## config.mk

```make
export PLATFORM = sky130hd
export DESIGN_NAME = buck_gate_seq
export DESIGN_NICKNAME = d
export VERILOG_FILES = /design/src/rtl/bgs_pkg.sv /design/src/rtl/bgs_pwm_latch.sv /design/src/rtl/bgs_full_duty.sv /design/src/rtl/bgs_dead_time.sv /design/src/rtl/buck_gate_seq.sv
export SDC_FILE = /design/constraint.sdc
export NUM_CORES = 1
export LEC_CHECK = 0
export ABC_AREA = 1
export BUFFER_PORTS_ARGS = -buffer_cell sky130_fd_sc_hd__buf_2
export CORE_MARGIN = 4
export CORE_UTILIZATION = 40
export CTS_CLUSTER_DIAMETER = 120
export DETAILED_ROUTE_END_ITERATION = 10
export PLACE_DENSITY_LB_ADDON = 0.1
export REMOVE_ABC_BUFFERS = 1
export SETUP_SLACK_MARGIN = 0.05
export SLEW_MARGIN = 10
export SYNTH_ARGS = -nofsm -noshare
export SYNTH_HDL_FRONTEND = slang
export SYNTH_SLANG_ARGS = --single-unit
```

## constraint.sdc

```tcl
create_clock -name clk -period 2.8 [get_ports clk]
set_clock_uncertainty 0.1 [all_clocks]
set_input_delay 0.28 -clock clk [delete_from_list [all_inputs] [get_ports clk]]
set_output_delay 0.28 -clock clk [all_outputs]
set_load 0.01 [all_outputs]
```

## src/rtl/bgs_pkg.sv

```systemverilog
package bgs_pkg;
   typedef enum logic {
      MINON_STRETCH  = 1'b0,
      MINON_SUPPRESS = 1'b1
   } minon_mode_e;
endpackage

```

## src/rtl/bgs_pwm_latch.sv

```systemverilog
module bgs_pwm_latch
   import bgs_pkg::*;
#(
   parameter int unsigned MIN_ON = 9,
   parameter minon_mode_e MODE   = MINON_STRETCH
) (
   input  logic clk,
   input  logic rst_n,
   input  logic cyc_pulse,
   input  logic trip,
   input  logic force_rst,
   input  logic fault,
   output logic q,
   output logic q_nxt
);
   localparam int unsigned ON_W = $clog2(MIN_ON + 1);
   localparam logic [ON_W-1:0] ON_LAST = ON_W'(MIN_ON - 1);

   logic [ON_W-1:0] on_len;
   logic            pend_q, pend_d;
   logic            masked, trip_eff, rst_req;

   assign masked = q && (on_len < ON_LAST);

   generate
      if (MODE == MINON_STRETCH) begin : g_stretch
         assign trip_eff = trip | pend_q;
         assign pend_d   = ~fault & masked & trip_eff;
      end else begin : g_suppress
         assign trip_eff = trip;
         assign pend_d   = 1'b0;
      end
   endgenerate

   // clear has priority over set
   assign rst_req = fault | force_rst | (trip_eff & ~masked);
   assign q_nxt   = rst_req ? 1'b0 : (cyc_pulse | q);

   always_ff @(posedge clk or negedge rst_n) begin
      if (!rst_n) begin
         q      <= 1'b0;
         pend_q <= 1'b0;
         on_len <= '0;
      end else begin
         q      <= q_nxt;
         pend_q <= pend_d;
         if (q && q_nxt)
            on_len <= (on_len == ON_LAST) ? on_len : on_len + 1'b1;
         else
            on_len <= '0;
      end
   end

   assert_reset_wins_R4: assert property (@(posedge clk) disable iff (!rst_n)
      (cyc_pulse && trip && !q) |=> !q);

   assert_min_width_R7: assert property (@(posedge clk) disable iff (!rst_n)
      ($fell(q) && !$past(fault) && !$past(force_rst)) |-> ($past(on_len) == ON_LAST));

   assert_forced_clear_R8: assert property (@(posedge clk) disable iff (!rst_n)
      force_rst |=> !q);
endmodule

```

## src/rtl/bgs_full_duty.sv

```systemverilog
module bgs_full_duty #(
   parameter int unsigned PERIOD_CNT = 77,
   parameter int unsigned FULL_LIMIT = 20
) (
   input  logic clk,
   input  logic rst_n,
   input  logic cyc_pulse,
   input  logic fault,
   input  logic q,
   input  logic q_nxt,
   output logic force_rst
);
   localparam int unsigned PH_W  = $clog2(PERIOD_CNT);
   localparam int unsigned CNT_W = $clog2(FULL_LIMIT + 1);
   localparam logic [PH_W-1:0]  PH_HALF = PH_W'(PERIOD_CNT / 2);
   localparam logic [PH_W-1:0]  PH_TOP  = PH_W'(PERIOD_CNT - 1);
   localparam logic [CNT_W-1:0] CNT_TOP = CNT_W'(FULL_LIMIT);

   logic [PH_W-1:0]  phase;
   logic [CNT_W-1:0] full_cnt;
   logic             fell;

   assign force_rst = q && (full_cnt == CNT_TOP) && (phase == PH_HALF);

   always_ff @(posedge clk or negedge rst_n) begin
      if (!rst_n) begin
         phase    <= '0;
         full_cnt <= '0;
         fell     <= 1'b1;
      end else begin
         if (cyc_pulse) begin
            phase <= '0;
            fell  <= ~q_nxt;
         end else begin
            phase <= (phase == PH_TOP) ? phase : phase + 1'b1;
            fell  <= fell | ~q_nxt;
         end
         if (fault)
            full_cnt <= '0;
         else if (cyc_pulse) begin
            if (!fell && q && q_nxt)
               full_cnt <= (full_cnt == CNT_TOP) ? full_cnt : full_cnt + 1'b1;
            else
               full_cnt <= '0;
         end
      end
   end

   assert_count_restart_R10: assert property (@(posedge clk) disable iff (!rst_n)
      (cyc_pulse && !q) |=> (full_cnt == '0));
endmodule

```

## src/rtl/bgs_dead_time.sv

```systemverilog
module bgs_dead_time #(
   parameter int unsigned GAP = 5
) (
   input  logic clk,
   input  logic rst_n,
   input  logic req,
   input  logic other,
   output logic gate
);
   localparam int unsigned W = $clog2(GAP + 1);
   localparam logic [W-1:0] SAT  = W'(GAP);
   localparam logic [W-1:0] NEED = W'(GAP - 1);

   logic [W-1:0] off_cnt;

   always_ff @(posedge clk or negedge rst_n) begin
      if (!rst_n) begin
         off_cnt <= '0;
         gate    <= 1'b0;
      end else begin
         off_cnt <= other ? '0 : ((off_cnt == SAT) ? off_cnt : off_cnt + 1'b1);
         gate    <= req && !other && (off_cnt >= NEED);
      end
   end

   assert_gap_R6: assert property (@(posedge clk) disable iff (!rst_n)
      $rose(gate) |-> !$past(other));

   assert_drop_R4: assert property (@(posedge clk) disable iff (!rst_n)
      !req |=> !gate);
endmodule

```

## src/rtl/buck_gate_seq.sv

```systemverilog
module buck_gate_seq
   import bgs_pkg::*;
#(
   parameter int unsigned PERIOD_CNT  = 77,
   parameter int unsigned DT_LO_HI    = 5,
   parameter int unsigned DT_HI_LO    = 2,
   parameter int unsigned MIN_ON      = 9,
   parameter int unsigned FULL_LIMIT  = 20,
   parameter minon_mode_e MIN_ON_MODE = MINON_STRETCH
) (
   input  logic clk,
   input  logic rst_n,
   input  logic cyc_pulse,
   input  logic pwm_trip,
   input  logic ss_done,
   input  logic fault,
   output logic gate_hi,
   output logic gate_lo
);
   generate
      if (DT_LO_HI < 1 || DT_HI_LO < 1) begin : g_bad_gap
         $error("dead time must be at least one clock");
      end
      if (MIN_ON < 2) begin : g_bad_min
         $error("minimum on-time must be at least two clocks");
      end
      if (PERIOD_CNT / 2 <= MIN_ON + DT_LO_HI) begin : g_bad_period
         $error("period too short for minimum on-time and dead time");
      end
      if (FULL_LIMIT < 1) begin : g_bad_limit
         $error("full-duty limit must be at least one");
      end
   endgenerate

   logic q, q_nxt, force_rst;
   logic armed;
   logic hi_r, lo_r;
   logic req_hi, req_lo;

   bgs_pwm_latch #(.MIN_ON(MIN_ON), .MODE(MIN_ON_MODE)) u_latch (
      .clk(clk), .rst_n(rst_n), .cyc_pulse(cyc_pulse), .trip(pwm_trip),
      .force_rst(force_rst), .fault(fault), .q(q), .q_nxt(q_nxt)
   );

   bgs_full_duty #(.PERIOD_CNT(PERIOD_CNT), .FULL_LIMIT(FULL_LIMIT)) u_full (
      .clk(clk), .rst_n(rst_n), .cyc_pulse(cyc_pulse), .fault(fault),
      .q(q), .q_nxt(q_nxt), .force_rst(force_rst)
   );

   // lockout: low side held off until a high-side attempt or soft start done
   always_ff @(posedge clk or negedge rst_n) begin
      if (!rst_n) armed <= 1'b0;
      else        armed <= ~fault & (armed | q | ss_done);
   end

   assign req_hi = q & ~fault;
   assign req_lo = ~q & armed & ~fault;

   bgs_dead_time #(.GAP(DT_LO_HI)) u_dt_hi (
      .clk(clk), .rst_n(rst_n), .req(req_hi), .other(lo_r), .gate(hi_r)
   );

   bgs_dead_time #(.GAP(DT_HI_LO)) u_dt_lo (
      .clk(clk), .rst_n(rst_n), .req(req_lo), .other(hi_r), .gate(lo_r)
   );

   assign gate_hi = hi_r & ~fault;
   assign gate_lo = lo_r & ~fault;

   assert_no_overlap_R2: assert property (@(posedge clk) disable iff (!rst_n)
      !(gate_hi && gate_lo));

   assert_fault_off_R3: assert property (@(posedge clk) disable iff (!rst_n)
      fault |-> (!gate_hi && !gate_lo));

   assert_fault_rearm_R3: assert property (@(posedge clk) disable iff (!rst_n)
      fault |=> !armed);

   assert_lockout_R5: assert property (@(posedge clk) disable iff (!rst_n)
      gate_lo |-> armed);
endmodule

```

==> results.md <==
* Fin crit share at 0.574
* Root buffer cell: clkbuf_8
* Die height at 68.7 um
* Routed WL per cell at 10.8 um
* Clock latency on the worst-skew pair at 0.27 ns
* H-tree depth reported by CTS at 1
* Leak at 0.748 nW
* Fin worst setup slack at 1.19 ns
* Sink Count at 27
* Maximum resistive drop on vdd at 198 uV
* Max-Cap Viols at 0
* First-pass DRT Iterations at 4
* Worst Path Arrival at 1.67 ns
* Via density at 4.73
* Detailed Place HPWL at 1840 um
* Mapped Cells at 168
* Largest net degree at the start of global routing at 28
* # IOs at 8
* Syn Area/Cell at 8.78 um^2
* Relative slew slack at 0.602
* CP max FO at 6
* CTS tree: built
* Synth warnings at 0
* Critical Path RT at 2.86 ns
* Number of CTS-inserted buffers at 3
* CTS resizes at 0
* Tmin final at 1.61 ns
* Drt first-iter violations at 57
* P per Cell Area at 540 nW/um^2
* Layout Utilization at 0.470
* Fraction of layout cells with a size suffix above 1 at 0.106
* Hold Buf Count CTS at 1
* Clock buffer depth at 2
* Vias in the first global route at 1,007
* # Post-CTS Setup Buffers at 0
* Register bit total from synthesis at 27
* Cell variety after synth at 26
* Chip Width at 68.7 um
* GRT Total Usage at 0.122
* DR vias at 1,064
* DIE AREA at 4720 um^2
* Fmax at 622 MHz
* Wirelength, routed at 2440 um
* HP Class: primary input to register
* Initial antenna violation count at 0
* Unrepaired setup endpoints after global routing: false
* Fin nets at 197
* DRT antenna net count at 0
* Grt ovf at 0
* Setup TNS at 0 ns
* Seq/Total Area, Yosys at 0.459
* Dpl ws at 1.22 ns
* Clk slew on worst S/H paths at 0.08 ns
* Site Rows at 21
* Worst Max-Slew Pin Slew at 0.597 ns
* Routability cong. at 0.825
* Core area at 3440 um^2
* Met1 GRT Util at 0.169
* Global-route wire length before repair at 4330 um
* Grt met3 use at 0.0243
* Worst setup SP type: register
* Starting density of the core at 0.429
* # fillers at 345
* Post-route DRC at 0
* Pins over their slew limit at 0
* Area Overhead vs Synth at 9.67%
* Cell area after synthesis at 1480 um^2
* Final hold vios at 0
* Status: complete, no violations
* Diode count at 0
* I/O Buffers at 7
* Met2 usage at 0.187
* Critical path class: register to register
* Busiest grt layer: met2
* Final setup violation count at 0
* Critical Path End Type: register
## worst max-delay path, cell delays in order, from the launching register on
cell	delay (ns)
dfrtp_1	0.43
inv_1	0.08
ha_1	0.15
nand2_1	0.08
nor2_4	0.15
nand3_2	0.17
nand4_4	0.15
nand2_4	0.08
nand2_1	0.06
nand2_1	0.05
## state kept, by name, indices dropped and copies added (netlist names)
name and count:
armed 1, u_dt_hi.gate 1, u_dt_hi.off_cnt 3, u_dt_lo.gate 1, u_dt_lo.off_cnt 2, u_full.fell 1
u_full.full_cnt 5, u_full.phase 7, u_latch.on_len 4, u_latch.pend_q 1, u_latch.q 1
## Yosys cell counts (all sizes together)
| library cell | number | share of area |
|---|---|---|
| nor2 | 19 | 0.055 |
| nand4 | 1 | 0.014 |
| nand2 | 33 | 0.091 |
| inv | 25 | 0.064 |
| mux2i | 1 | 0.0068 |
| nand3 | 18 | 0.068 |
| o21ai | 6 | 0.020 |
| nor3 | 5 | 0.017 |
| nor3b | 1 | 0.0051 |
| nand3b | 1 | 0.0051 |
| dfrtp | 26 | 0.44 |
| o211ai | 1 | 0.0051 |
| a21oi | 7 | 0.031 |
| xnor2 | 4 | 0.024 |
| dfstp | 1 | 0.018 |
| nor4 | 1 | 0.0042 |
| buf | 1 | 0.0034 |
| o22ai | 1 | 0.0042 |
| xor2 | 5 | 0.030 |
| ha | 11 | 0.093 |
## cells in the final DEF, fill, tap and decap left out, drive strengths merged
cell and instances:
a21oi 7, buf 7, clkbuf 4, dfrtp 26
dfstp 1, dlygate4sd3 1, ha 11, inv 25
mux2i 1, nand2 33, nand3 18, nand3b 1
nand4 1, nor2 19, nor3 5, nor3b 1
nor4 1, o211ai 1, o21ai 6, o22ai 1
xnor2 4, xor2 5
## power breakdown
group / internal [mW] / switching [mW]
combinational: 0.0783 / 0.106
sequential: 0.441 / 0.0331
clock: 0.102 / 0.114
total: 0.621 / 0.252
## metal layers
| metal | routed length [um] | share of wire |
|---|---|---|
| met3 | 72 | 0.030 |
| met4 | 15 | 0.0061 |
| met1 | 1260 | 0.52 |
| met5 | 0 | 0 |
| met2 | 1090 | 0.45 |
## logic make-up after synthesis
family	Yosys count	synth area share
AND/OR/NAND/NOR	79	0.260
buffers and inverters	26	0.0670
multiplexers	1	0.00679
adder cells (fa/ha/maj)	11	0.0933
XOR/XNOR	9	0.0534
flip-flops	27	0.459
AO/OA/AOI/OAI	15	0.0611
## final timing paths
check	slack, ns	start	endpoint	cells past startpoint
max	1.19	u_full.full_cnt[0]	u_full.full_cnt[4]	9
min	0.18	ss_done	armed	3
max reg2reg	1.19	u_full.full_cnt[0]	u_full.full_cnt[4]	9
min reg2reg	0.33	u_dt_hi.gate	u_dt_lo.gate	1
max in group asynchronous	1.76	rst_n	u_dt_lo.off_cnt[0]	2
min in group asynchronous	0.44	rst_n	u_latch.on_len[0]	2
## area by class of cell
class	instances	area (um^2)	share of cell area
well taps	46	57.6	0.0356
multi-input cells	115	699	0.432
flip-flops and latches	27	677	0.418
repair buffers	8	45.0	0.0278
inverters	25	93.8	0.0580
clock buffers	4	45.0	0.0278
## metrics by stage
stage	hold WS, ns	instance area, um^2	power [mW]	cells
after floorplan	-0.116	1470	0.616	167
after global placement	0.230	1560	0.657	220
after detailed placement	0.231	1560	0.668	220
after CTS	0.174	1620	0.890	225
after global routing	0.180	1620	0.940	225
final	0.177	1620	0.874	225
Note: power is estimated with default switching activity, not from simulation.
